`config.mk`:
```
export PLATFORM = sky130hd
export DESIGN_NAME = pgwalk
export DESIGN_NICKNAME = d
export VERILOG_FILES = /design/src/rtl/pgwalk_pkg.sv /design/src/rtl/pgwalk_ctrl.sv /design/src/rtl/pgwalk_dp.sv /design/src/rtl/pgwalk.sv
export SDC_FILE = /design/constraint.sdc
export NUM_CORES = 1
export LEC_CHECK = 0
export ABC_CLOCK_PERIOD_IN_PS = 2000
export CORE_ASPECT_RATIO = 1.1
export CORE_MARGIN = 2
export CORE_UTILIZATION = 45
export CTS_BUF_LIST = sky130_fd_sc_hd__clkbuf_16
export CTS_CLUSTER_DIAMETER = 150
export CTS_CLUSTER_SIZE = 14
export DETAILED_ROUTE_END_ITERATION = 8
export DONT_BUFFER_PORTS = 1
export GPL_TIMING_DRIVEN = 0
export REMOVE_ABC_BUFFERS = 1
export SYNTH_ARGS = -nofsm -noshare
export SYNTH_HDL_FRONTEND = slang
export SYNTH_HIERARCHICAL = 1
export SYNTH_SLANG_ARGS = --single-unit
export TNS_END_PERCENT = 20
```
`constraint.sdc`:
```
create_clock -name clk -period 2 [get_ports clk]
set_input_delay 0.4 -clock clk [delete_from_list [all_inputs] [get_ports clk]]
set_output_delay 0.4 -clock clk [all_outputs]
set_load 0.02 [all_outputs]
```
`src/rtl/pgwalk_pkg.sv`:
```
package pgwalk_pkg;

  // Default geometry of the translation tree.
  localparam int unsigned PG_LEVELS = 4;
  localparam int unsigned PG_IDX_W  = 9;
  localparam int unsigned PG_OFF_W  = 12;
  localparam int unsigned PG_PA_W   = 52;
  localparam int unsigned PG_PTE_W  = 64;

  // Entry flag positions decoded by the datapath.
  localparam int unsigned PTE_PRESENT = 0;
  localparam int unsigned PTE_WRITE   = 1;
  localparam int unsigned PTE_USER    = 2;

  // Strobes from the control FSM to the datapath.
  typedef struct packed {
    logic idle;       // walker idle: root may be committed
    logic capture;    // latch incoming request, load base from root
    logic issue;      // drive a memory read this cycle
    logic step;       // descend: base <= entry base
    logic doneOk;     // load translated address
    logic doneFault;  // load fault result
  } walkCtl_t;

  typedef enum logic [1:0] {
    W_IDLE  = 2'd0,
    W_ISSUE = 2'd1,
    W_WAIT  = 2'd2,
    W_DONE  = 2'd3
  } walkState_e;

endpackage

```
`src/rtl/pgwalk_ctrl.sv`:
```
module pgwalk_ctrl
  import pgwalk_pkg::*;
#(
  parameter int unsigned LEVELS = PG_LEVELS,
  localparam int unsigned LVL_W = (LEVELS > 1) ? $clog2(LEVELS) : 1,
  localparam int unsigned CNT_W = $clog2(LEVELS + 1)
) (
  input  logic             clk,
  input  logic             rstN,
  input  logic             reqValid,
  input  logic             memRspValid,
  input  logic             kernelUser,
  input  logic             entryBad,
  input  logic             rootPending,
  output walkCtl_t         ctl,
  output logic [LVL_W-1:0] lvl,
  output logic             reqReady,
  output logic             memReqValid,
  output logic             rspValid
);

  localparam logic [LVL_W-1:0] LAST_LVL = LVL_W'(LEVELS - 1);

  walkState_e       stateQ, stateD;
  logic [LVL_W-1:0] lvlQ, lvlD;
  logic             accept;

  assign reqReady    = (stateQ == W_IDLE) && !rootPending;
  assign accept      = reqValid && reqReady;
  assign memReqValid = (stateQ == W_ISSUE);
  assign rspValid    = (stateQ == W_DONE);
  assign lvl         = lvlQ;

  always_comb begin
    stateD        = stateQ;
    lvlD          = lvlQ;
    ctl           = '0;
    ctl.idle      = (stateQ == W_IDLE);
    ctl.issue     = (stateQ == W_ISSUE);
    unique case (stateQ)
      W_IDLE: begin
        if (accept) begin
          ctl.capture = 1'b1;
          if (kernelUser) begin
            ctl.doneFault = 1'b1;
            stateD        = W_DONE;
          end else begin
            stateD = W_ISSUE;
          end
        end
      end
      W_ISSUE: stateD = W_WAIT;
      W_WAIT: begin
        if (memRspValid) begin
          if (entryBad) begin
            ctl.doneFault = 1'b1;
            stateD        = W_DONE;
          end else if (lvlQ == LAST_LVL) begin
            ctl.doneOk = 1'b1;
            stateD     = W_DONE;
          end else begin
            ctl.step = 1'b1;
            lvlD     = lvlQ + 1'b1;
            stateD   = W_ISSUE;
          end
        end
      end
      W_DONE: begin
        lvlD   = '0;
        stateD = W_IDLE;
      end
      default: stateD = W_IDLE;
    endcase
  end

  always_ff @(posedge clk) begin
    if (!rstN) begin
      stateQ <= W_IDLE;
      lvlQ   <= '0;
    end else begin
      stateQ <= stateD;
      lvlQ   <= lvlD;
    end
  end

  // Checker state: reads issued in the current walk and its outcome.
  logic [CNT_W-1:0] readCntQ;
  logic             okQ;
  always_ff @(posedge clk) begin
    if (!rstN) begin
      readCntQ <= '0;
      okQ      <= 1'b0;
    end else begin
      if (ctl.capture)      readCntQ <= '0;
      else if (memReqValid) readCntQ <= readCntQ + 1'b1;
      if (ctl.doneOk)        okQ <= 1'b1;
      else if (ctl.capture)  okQ <= 1'b0;
    end
  end


  mem_req_pulse_chk: assert property (@(posedge clk) disable iff (!rstN)
    memReqValid |=> !memReqValid);


  rsp_pulse_chk: assert property (@(posedge clk) disable iff (!rstN)
    rspValid |=> !rspValid);

  // R9 (input contract: data only arrives for an outstanding read)
  rsp_expected_chk: assert property (@(posedge clk) disable iff (!rstN)
    memRspValid |-> (stateQ == W_WAIT));


  full_walk_reads_chk: assert property (@(posedge clk) disable iff (!rstN)
    (rspValid && okQ) |-> (readCntQ == CNT_W'(LEVELS)));

endmodule

```
`src/rtl/pgwalk_dp.sv`:
```
module pgwalk_dp
  import pgwalk_pkg::*;
#(
  parameter int unsigned LEVELS = PG_LEVELS,
  parameter int unsigned IDX_W  = PG_IDX_W,
  parameter int unsigned OFF_W  = PG_OFF_W,
  parameter int unsigned PA_W   = PG_PA_W,
  parameter int unsigned PTE_W  = PG_PTE_W,
  localparam int unsigned VA_W  = OFF_W + LEVELS * IDX_W,
  localparam int unsigned LVL_W = (LEVELS > 1) ? $clog2(LEVELS) : 1
) (
  input  logic             clk,
  input  logic             rstN,
  input  walkCtl_t         ctl,
  input  logic [LVL_W-1:0] lvl,
  input  logic             rootWrEn,
  input  logic [PA_W-1:0]  rootWrData,
  input  logic [VA_W-1:0]  reqVaddr,
  input  logic             reqWrite,
  input  logic             reqUser,
  input  logic [PTE_W-1:0] memRspData,
  output logic             kernelUser,
  output logic             entryBad,
  output logic             rootPending,
  output logic [PA_W-1:0]  memReqAddr,
  output logic [PA_W-1:0]  rspPaddr,
  output logic             rspFault,
  output logic [LVL_W-1:0] rspFaultLevel
);

  localparam int unsigned FRM_W = PA_W - OFF_W;

  logic [VA_W-1:0]  vaQ;
  logic             wrQ, usrQ;
  logic [PA_W-1:0]  baseQ, rootQ, pendValQ;
  logic             pendQ;
  logic [PA_W-1:0]  paQ;
  logic             faultQ;
  logic [LVL_W-1:0] fLvlQ;

  // Per-level index slices, top level first.
  logic [IDX_W-1:0] idxArr [LEVELS];
  for (genvar g = 0; g < LEVELS; g++) begin : g_idx
    assign idxArr[g] = vaQ[OFF_W + IDX_W * (LEVELS - 1 - g) +: IDX_W];
  end

  logic [FRM_W-1:0] entFrame;
  logic [PA_W-1:0]  entBase, rootEff;
  logic             entPresent, entWrite, entUser;

  assign entFrame   = memRspData[PA_W-1:OFF_W];
  assign entBase    = {entFrame, {OFF_W{1'b0}}};
  assign entPresent = memRspData[PTE_PRESENT];
  assign entWrite   = memRspData[PTE_WRITE];
  assign entUser    = memRspData[PTE_USER];

  assign entryBad   = !entPresent || (usrQ && !entUser) || (wrQ && !entWrite);
  assign kernelUser = reqUser && reqVaddr[VA_W-1];
  assign memReqAddr = baseQ + (PA_W'(idxArr[lvl]) << 3);
  assign rootEff    = rootWrEn ? {rootWrData[PA_W-1:OFF_W], {OFF_W{1'b0}}} : rootQ;

  assign rootPending   = pendQ;
  assign rspPaddr      = paQ;
  assign rspFault      = faultQ;
  assign rspFaultLevel = fLvlQ;

  logic unusedBits;
  assign unusedBits = ^{memRspData[PTE_W-1:PA_W], memRspData[OFF_W-1:PTE_USER+1],
                        rootWrData[OFF_W-1:0]};

  // Request capture and walk base.
  always_ff @(posedge clk) begin
    if (!rstN) begin
      vaQ   <= '0;
      wrQ   <= 1'b0;
      usrQ  <= 1'b0;
      baseQ <= '0;
    end else if (ctl.capture) begin
      vaQ   <= reqVaddr;
      wrQ   <= reqWrite;
      usrQ  <= reqUser;
      baseQ <= rootEff;
    end else if (ctl.step) begin
      baseQ <= entBase;
    end
  end

  // Root register with deferred commit.
  always_ff @(posedge clk) begin
    if (!rstN) begin
      rootQ    <= '0;
      pendQ    <= 1'b0;
      pendValQ <= '0;
    end else if (ctl.idle) begin
      if (rootWrEn) begin
        rootQ <= {rootWrData[PA_W-1:OFF_W], {OFF_W{1'b0}}};
        pendQ <= 1'b0;
      end else if (pendQ) begin
        rootQ <= pendValQ;
        pendQ <= 1'b0;
      end
    end else if (rootWrEn) begin
      pendValQ <= {rootWrData[PA_W-1:OFF_W], {OFF_W{1'b0}}};
      pendQ    <= 1'b1;
    end
  end

  // Result registers.
  always_ff @(posedge clk) begin
    if (!rstN) begin
      paQ    <= '0;
      faultQ <= 1'b0;
      fLvlQ  <= '0;
    end else if (ctl.doneOk) begin
      paQ    <= {entFrame, vaQ[OFF_W-1:0]};
      faultQ <= 1'b0;
      fLvlQ  <= '0;
    end else if (ctl.doneFault) begin
      paQ    <= '0;
      faultQ <= 1'b1;
      fLvlQ  <= lvl;
    end
  end


  root_frozen_chk: assert property (@(posedge clk) disable iff (!rstN)
    !ctl.idle |=> $stable(rootQ));


  fault_no_addr_chk: assert property (@(posedge clk) disable iff (!rstN)
    faultQ |-> (paQ == '0));


  user_kernel_never_walks_chk: assert property (@(posedge clk) disable iff (!rstN)
    (ctl.issue && usrQ) |-> !vaQ[VA_W-1]);


  base_aligned_chk: assert property (@(posedge clk) disable iff (!rstN)
    ctl.issue |-> (baseQ[OFF_W-1:0] == '0));

endmodule

```
`src/rtl/pgwalk.sv`:
```
module pgwalk
  import pgwalk_pkg::*;
#(
  parameter int unsigned LEVELS = PG_LEVELS,
  parameter int unsigned IDX_W  = PG_IDX_W,
  parameter int unsigned OFF_W  = PG_OFF_W,
  parameter int unsigned PA_W   = PG_PA_W,
  parameter int unsigned PTE_W  = PG_PTE_W,
  localparam int unsigned VA_W  = OFF_W + LEVELS * IDX_W,
  localparam int unsigned LVL_W = (LEVELS > 1) ? $clog2(LEVELS) : 1
) (
  input  logic             clk,
  input  logic             rstN,
  input  logic             rootWrEn,
  input  logic [PA_W-1:0]  rootWrData,
  input  logic             reqValid,
  output logic             reqReady,
  input  logic [VA_W-1:0]  reqVaddr,
  input  logic             reqWrite,
  input  logic             reqUser,
  output logic             memReqValid,
  output logic [PA_W-1:0]  memReqAddr,
  input  logic             memRspValid,
  input  logic [PTE_W-1:0] memRspData,
  output logic             rspValid,
  output logic [PA_W-1:0]  rspPaddr,
  output logic             rspFault,
  output logic [LVL_W-1:0] rspFaultLevel
);

  walkCtl_t         ctl;
  logic [LVL_W-1:0] lvl;
  logic             kernelUser, entryBad, rootPending;

  pgwalk_ctrl #(.LEVELS(LEVELS)) uCtrl (
    .clk         (clk),
    .rstN        (rstN),
    .reqValid    (reqValid),
    .memRspValid (memRspValid),
    .kernelUser  (kernelUser),
    .entryBad    (entryBad),
    .rootPending (rootPending),
    .ctl         (ctl),
    .lvl         (lvl),
    .reqReady    (reqReady),
    .memReqValid (memReqValid),
    .rspValid    (rspValid)
  );

  pgwalk_dp #(
    .LEVELS(LEVELS), .IDX_W(IDX_W), .OFF_W(OFF_W), .PA_W(PA_W), .PTE_W(PTE_W)
  ) uDp (
    .clk           (clk),
    .rstN          (rstN),
    .ctl           (ctl),
    .lvl           (lvl),
    .rootWrEn      (rootWrEn),
    .rootWrData    (rootWrData),
    .reqVaddr      (reqVaddr),
    .reqWrite      (reqWrite),
    .reqUser       (reqUser),
    .memRspData    (memRspData),
    .kernelUser    (kernelUser),
    .entryBad      (entryBad),
    .rootPending   (rootPending),
    .memReqAddr    (memReqAddr),
    .rspPaddr      (rspPaddr),
    .rspFault      (rspFault),
    .rspFaultLevel (rspFaultLevel)
  );

endmodule

```
=== Word-level counts from Yosys, hierarchy flattened ===
Cells that the tools add are included.

* Flip-flop bits (word level): 254
* Logic and storage cells: 79

* Reduce and logical (&&, ||, !) cells: 22
* $lt $le $gt $ge: 1
* Multiplexer cells: 31
* Bitwise gates (word level): 3
* $add $sub $neg: 2
* Eq/ne operators: 8

{| class="wikitable"
|+ Operator list
! kind !! count
|-
| $mux W52 || 7
|-
| $add A52 B12 Y52 || 1
|-
| $mux W2 || 10
|-
| $bmux W9 S2 || 1
|-
| $mux W9 || 2
|-
| $pmux W2 S4 || 1
|-
| $reduce_bool A2 Y1 || 4
|-
| $mux W1 || 7
|-
| $eq A2 B2 Y1 const B || 3
|-
| $ne A2 B2 Y1 const B || 3
|-
| $reduce_and A2 Y1 || 3
|-
| $logic_and A1 B1 Y1 || 5
|-
| $logic_not A1 Y1 || 4
|-
| $pmux W2 S2 || 1
|-
| $reduce_and A4 Y1 || 1
|-
| $reduce_or A2 Y1 || 2
|-
| $ge A3 B3 Y1 const B || 1
|-
| $mux W3 || 1
|-
| $not A2 Y3 || 1
|-
| $add A2 B1 Y2 const B || 1
|-
| $eq A2 B1 Y1 const B || 1
|-
| $logic_not A2 Y1 || 1
|-
| $logic_or A1 B1 Y1 || 2
|-
| $ne A2 B1 Y1 const B || 1
|-
| 2 further kinds || 3
|}

=== Longest topological paths before layout ===
Gate-level depths: netlist of the first run.

* Word-level depth: 9
* Gate-level depth with buffers: 10
* Depth with buffers taken out: 8

=== Cells and area by module ===
Netlist of the first run, hierarchy kept.

{| class="wikitable"
|+ Modules (own cells, without submodules)
! module !! area an instance (µm²) !! seq. area each (µm²) !! instances !! cells an instance
|-
| pgwalk_dp || 9490.4 || 4524.3 || 1 || 916
|-
| pgwalk_ctrl || 290.3 || 80.1 || 1 || 31
|}

=== Worst setup path after synthesis of the first run ===
Ideal clock, no wire load.

* Kind: input-to-reg
* Start point: input port memRspData[1]
* End point: register uDp.fLvlQ[0] (netlist: uDp/rspFaultLevel[0])
* Library setup time: 114 ps
* Data required time: 1886 ps
* Stages on the path: 8
* Setup slack: 182 ps
* Arrival time: 1703 ps
* Cells stage by stage: o221ai_1 -> nor4bb_4 -> and2_1 -> buf_2 -> buf_2 -> buf_2 -> nand2b_1 -> nor2_1

{| class="wikitable"
|+ RTL lines
! element !! line !! text
|-
| start: declaration || pgwalk.sv:24 || <nowiki>input logic [PTE_W-1:0] memRspData,</nowiki>
|-
| end signal: assignment || pgwalk_dp.sv:121 || <nowiki>fLvlQ <= lvl;</nowiki>
|-
| end: declaration || pgwalk_dp.sv:39 || <nowiki>logic [LVL_W-1:0] fLvlQ;</nowiki>
|}

=== Final worst setup path of the first run ===
* Start point: register uCtrl.lvlQ[0] (netlist: uCtrl/lvl[0])
* End point: output port memReqAddr[10]

* Word-level cells in the longest chain between the ends: 5

{| class="wikitable"
|+ Ends and longest elaborated chain
! element !! line !! text
|-
| start: declaration || pgwalk_ctrl.sv:25 || <nowiki>logic [LVL_W-1:0] lvlQ, lvlD;</nowiki>
|-
| start signal: assignment || pgwalk_ctrl.sv:82 || <nowiki>lvlQ <= lvlD;</nowiki>
|-
| $not A2 Y3 (not written as such) || pgwalk_dp.sv:59 || <nowiki>assign memReqAddr = baseQ + (PA_W'(idxArr[lvl]) << 3);</nowiki>
|-
| $bmux W9 S2 || pgwalk_dp.sv:59 ||
|-
| $mux W9 (not written as such) (2 in a row) || pgwalk_dp.sv:59 ||
|-
| $add A52 B12 Y52 || pgwalk_dp.sv:59 ||
|-
| end: declaration || pgwalk.sv:22 || <nowiki>output logic [PA_W-1:0] memReqAddr,</nowiki>
|}

No other way between the ends. The select of a mux whose other input is x is not followed.

==> impl_metrics.csv, run 1 <==
group,metric,value,unit
synth,postSynthAreaPerCell,10.3,um2
clocking,cts-buffers-inserted,20,
layout,final_cell_mix,"dfxtp_1, mux2i_1, nor2b_1",
critical_path,r2r_end,"uDp/baseQ[38]$_SDFFE_PN0P_",
critical_path,cpPeakStageDelay,0.58,ns
floorplan,core-area,21300,um2
routing,vias,6712,
flow_run,drv_cap,0,
run_status,run_status,"complete, no violations",
sta,period_share,99.8,%
clocking,postCtsHoldBufs,0,
pwr,p_leak,3.85,nW
floorplan,dieArea,22900,um2
sta,fin_crit,2.00,ns
critical_path,required,1.60,ns
pwr,p_per_area,907,nW/um2
layout,antenna_cells,0,
layout,fillers,2018,
synth,syn_area,9770,um2
min_path,hold_class,"input port to register",
sta,maxClockFrequency,0.501,GHz
critical_path,worstPathArrival,1.60,ns
critical_path,path_class,"register to output pin",
sta,finalSetupViolCount,0,
layout,layout.nets,1096,
floorplan,die_w,145,um
global_route,grt_antenna_before_repair,0,
routing,first_pass_iters,4,
critical_path,crit_path_end_kind,"output pin",
sta,hold_viol,0,
floorplan,initial_core_util,45.9,%
synth,ys_warn_count,6,
layout,area_growth,10.6,%
critical_path,critPathLaunchType,"register",
synth,netlist_instances,946,
critical_path,reg2reg_setup_slack,0.09,ns
global_route,grt_pass1_vias,6393,
layout,multi_input_area,4820,um2
layout,drive_gt1_share,9.74,%
clocking,h-tree-depth,1,
global_route,grt_pass1_wl,36.1,mm
critical_path,critPathMaxFanout,6,
place,gp_congestion,0.680,
routing,via_per_inst,5.53,
clocking,clk_latency,0.50,ns
clocking,cts_root_buffer,"clkbuf_16",
critical_path,path_cells,"buf_4, mux4_2",
sta,max_slew_margin,53.3,%
routing,drt-total-wl,25.4,mm
layout,fin_util,50.7,%
layout,layout_commonest_cell,"dfxtp_1",
layout,seq_area,4620,um2
critical_path,r2r_cells,8,
critical_path,reg2reg_from,"uDp/wrQ$_SDFFE_PN0P_",
clocking,cts_sinks,230,
pwr,peakVddDrop,653,uV
global_route,grt-ovfl-total,0,
sta,setup_ws,0.00449,ns
routing,detail-route-antenna-nets,0,
routing,drc,0,
place,port_buffers,0,
clocking,clkSlewWorstSetupHoldPaths,0.07,ns
sta,clock_skew,0.0126,ns
critical_path,slowest_stage,"mux4_2",
routing,drt-wirelength-per-cell,20.9,um
clocking,cts.path.max_buffers,3,
critical_path,endpoint,"memReqAddr[10]",
floorplan,die_y,159,um
global_route,grt_max_degree,155,
floorplan,rows,56,
clocking,cts_tree,"done",
place,place_ws,-0.804,ns
sta,worst_pin_slew,0.695,ns
place,hpwlAfterDp,14.5,mm
routing,drtIter0Drc,317,
sta,slew_violations,0,
global_route,track_usage,20.0,%
sta,rsz0062_at_grt,"true",
floorplan,ios,281,
critical_path,crit_start,"uCtrl/lvl[0]$_SDFFE_PN0P_",
-- routing by layer --
metal,global-route usage (%),share of wire (%),vias up,wire [um]
met5,0,0,-,0
met4,5.09,1.8,0,468
met3,6.68,8.6,33,2190
met2,31.4,45,205,11400
met1,26.4,45,3200,11300
li1,-,-,3274,-
-- worst min path at each step --
stage / startpoint / endpoint / slack, ns / cells after the start
after global routing: rootWrData[50] / uDp/pendValQ[50]$_SDFFE_PN0P_ / 0.02 / 2
after CTS: rootWrData[19] / uDp/pendValQ[19]$_SDFFE_PN0P_ / 0.005 / 2
after detailed placement: uDp/rootQ[33]$_SDFFE_PN0P_ / uDp/rootQ[33]$_SDFFE_PN0P_ / 0.45 / 1
after floorplan: uDp/rootQ[12]$_SDFFE_PN0P_ / uDp/rootQ[12]$_SDFFE_PN0P_ / 0.43 / 1
final: rootWrData[19] / uDp/pendValQ[19]$_SDFFE_PN0P_ / 0.02 / 2
after global placement: uDp/pendValQ[50]$_SDFFE_PN0P_ / uDp/pendValQ[50]$_SDFFE_PN0P_ / 0.44 / 2
-- repair_timing --
action                                  4_1_cts  5_1_grt
cloned                                        3        3
pin swaps                                     4        3
setup buffers                                 7       11
resized for setup                            18       10
endpoints found under the hold margin         0        0
endpoints found under the setup margin      173      108
-- metrics by stage --
step	total power [mW]	cells	setup TNS, ns	hold slack, ns	area (um2)
floorplan	6.02	862	-821.60	0.432	9310
global placement	6.28	1152	-1386.27	0.441	9680
detailed placement	6.29	1172	-51.27	0.446	9970
CTS	9.86	1201	-0.430	0.00535	10600
global route	10.2	1214	-0.176	0.0166	10800
finish	9.80	1214	0	0.0248	10800
-- power breakdown --
group | leakage [nW] | internal [mW] | switching (mW)
combinational | 1.72 | 0.563 | 0.609
sequential | 1.87 | 4.85 | 0.250
clock | 0.263 | 1.86 | 1.67
-- worst max-delay path: cells and delay by family (launching register included) --
family	cells	cell delay (ns)
mux	1	0.58
flops	1	0.35
buf+inv	1	0.16
-- layout make-up --
class                           instances  area share (%)
Clock buffer                           21            4.86
Inverter                                2          0.0695
Timing Repair Buffer                   36            4.32
Clock inverter                          1          0.0811
Multi-Input combinational cell        634            44.6
Tap cell                              290            3.36
Sequential cell                       230            42.7
-- registers in the layout, indices dropped and copies added (netlist names) --
| register | count |
|---|---|
| uCtrl/lvl | 2 |
| uCtrl/stateQ | 2 |
| uDp/baseQ | 40 |
| uDp/pendValQ | 40 |
| uDp/rootPending | 1 |
| uDp/rootQ | 40 |
| uDp/rspFault | 1 |
| uDp/rspFaultLevel | 2 |
| uDp/rspPaddr | 52 |
| uDp/usrQ | 1 |
| uDp/vaQ | 48 |
| uDp/wrQ | 1 |
No activity file was read; power rests on OpenSTA's default activity.
==> run 2: changes to the inputs <==
--- a/config.mk
+++ b/config.mk
@@ -5,6 +5,7 @@
 export SDC_FILE = /design/constraint.sdc
 export NUM_CORES = 1
 export LEC_CHECK = 0
+export ABC_AREA = 0
 export ABC_CLOCK_PERIOD_IN_PS = 2000
 export CORE_ASPECT_RATIO = 1.1
 export CORE_MARGIN = 2
@@ -15,6 +16,7 @@
 export DETAILED_ROUTE_END_ITERATION = 8
 export DONT_BUFFER_PORTS = 1
 export GPL_TIMING_DRIVEN = 0
+export RECOVER_POWER = 25
 export REMOVE_ABC_BUFFERS = 1
 export SYNTH_ARGS = -nofsm -noshare
 export SYNTH_HDL_FRONTEND = slang
==> impl_metrics.csv, run 2 (same netlist as run 1, synthesis figures left out) <==
group,metric,value,unit
clocking,cts_root_buffer,"clkbuf_16",
critical_path,r2r_cells,5,
critical_path,slowest_stage,"mux4_2",
place,place_inst,1172,
run_status,run_status,"complete, no violations",
place,gp_congestion,0.680,
sta,setup_ws,0.00238,ns
place,hpwlAfterDp,14.5,mm
min_path,holdPathEnd,"uDp/pendValQ[19]$_SDFFE_PN0P_",
critical_path,path_class,"register to output pin",
pwr,p_leak,3.85,nW
place,place_ws,-0.804,ns
layout,layout_commonest_cell,"dfxtp_1",
critical_path,worstPathArrival,1.60,ns
clocking,clkSlewWorstSetupHoldPaths,0.07,ns
layout,drive_gt1_share,9.63,%
sta,clock_skew,0.0135,ns
layout,antenna_cells,0,
sta,slew_violations,0,
floorplan,initial_core_util,45.9,%
sta,rsz0062_at_grt,"true",
clocking,clk_latency,0.50,ns
critical_path,cp_top_family,"multiplexers",
global_route,grt_pass1_wl,36.1,mm
critical_path,reg2reg_setup_slack,0.10,ns
layout,largest_register_ffs,52,
routing,first_pass_iters,4,
place,port_buffers,0,
routing,detail-route-antenna-nets,0,
global_route,grt_pass1_vias,6393,
routing,vias,6716,
pwr,peakVddDrop,653,uV
floorplan,ios,281,
critical_path,crit_path_end_kind,"output pin",
critical_path,path_cells,"buf_4, mux4_2",
clocking,cts.path.max_buffers,3,
layout,fin_util,50.7,%
routing,drt-total-wl,25.4,mm
layout,area_growth,10.5,%
clocking,cts-buffers-inserted,20,
critical_path,critPathMaxFanout,6,
floorplan,die_y,159,um
critical_path,r2r_end,"uDp/rootQ[19]$_SDFFE_PN0P_",
clocking,cts_tree,"done",
global_route,grt_antenna_before_repair,0,
sta,worst_pin_slew,0.695,ns
layout,final_cells,1214,
global_route,track_usage,20.0,%
clocking,h-tree-depth,1,
critical_path,reg2reg_from,"uCtrl/stateQ[0]$_SDFFE_PN0P_",
critical_path,path_buf_inv,1,
routing,via_per_inst,5.53,
min_path,hold_depth,2,
routing,drt-wirelength-per-cell,20.9,um
floorplan,rows,56,
sta,period_share,99.9,%
min_path,hold_class,"input port to register",
critical_path,critPathLaunchType,"register",
layout,layout.nets,1096,
floorplan,die_w,145,um
min_path,hp-start,"rootWrData[19]",
sta,max_slew_margin,53.3,%
floorplan,dieArea,22900,um2
layout,fillers,2019,
critical_path,cpPeakStageDelay,0.59,ns
global_route,grt_max_degree,155,
flow_run,drv_cap,0,
critical_path,required,1.60,ns
pwr,p_per_area,908,nW/um2
sta,finalSetupViolCount,0,
clocking,cts_sinks,230,
sta,maxClockFrequency,0.501,GHz
routing,drtIter0Drc,344,
sta,hold_viol,0,
layout,final_cell_mix,"dfxtp_1, mux2i_1, nor2b_1",
sta,fin_crit,2.00,ns
routing,drc,0,
global_route,grt-ovfl-total,0,
floorplan,core-area,21300,um2
run 2: worst max-delay path by stage:
stage	startpoint	endpoint	slack [ns]	cells after the start
final	uCtrl/lvl[0]$_SDFFE_PN0P_	memReqAddr[10]	0.002	2
after global routing	uCtrl/lvl[0]$_SDFFE_PN0P_	memReqAddr[10]	-0.04	2
after CTS	uCtrl/lvl[0]$_SDFFE_PN0P_	memReqAddr[6]	-0.05	1
after detailed placement	uCtrl/stateQ[0]$_SDFFE_PN0P_	uDp/baseQ[32]$_SDFFE_PN0P_	-0.80	11
after global placement	uCtrl/stateQ[0]$_SDFFE_PN0P_	uDp/baseQ[23]$_SDFFE_PN0P_	-15.46	3
after floorplan	uCtrl/stateQ[0]$_SDFFE_PN0P_	uDp/baseQ[12]$_SDFFE_PN0P_	-10.11	3
run 2: power by group:
group	internal [mW]	switching, mW	total, mW
registers	4.85	0.250	5.10
logic	0.563	0.609	1.17
clock network	1.86	1.67	3.53
run 2: worst reg2reg max path, cell delays in order (launching register included):
cell and delay, ns:
dfxtp_4 0.42, nor2_1 0.42, o211ai_1 0.35, buf_4 0.29, buf_4 0.20, o2bb2ai_1 0.16
run 2: timing repair:
action                                  in CTS  in global routing
setup buffers                                7                 11
resized for setup                           18                 10
hold buffers                                 0                  0
pin swaps                                    4                  3
endpoints found under the setup margin     173                108
cloned                                       3                  3
run 2: metrics by stage:
step	setup TNS [ns]	hold WS [ns]	area [um2]	power, mW
CTS	-0.430	0.00535	10600	9.86
finish	0	0.0247	10800	9.80
floorplan	-821.60	0.432	9310	6.02
global placement	-1386.27	0.441	9680	6.28
global route	-0.232	0.0166	10800	10.2
detailed placement	-51.27	0.446	9970	6.29
run 2: final cells by class:
type | instances | area [um2] | area share (%)
inverter | 2 | 7.51 | 0.0695
clock inverter | 1 | 8.76 | 0.0811
clock buffer | 21 | 526 | 4.86
sequential | 230 | 4620 | 42.7
tap | 290 | 363 | 3.36
timing repair buffer | 36 | 467 | 4.32
multi-input combinational | 634 | 4810 | 44.6
run 2: layer usage:
metal,part of all wire [%],up-vias,track usage (%)
li1,-,3274,-
met1,45,3210,26.4
met3,8.5,33,6.68
met2,45,199,31.4
met4,1.8,0,5.09
met5,0,-,0
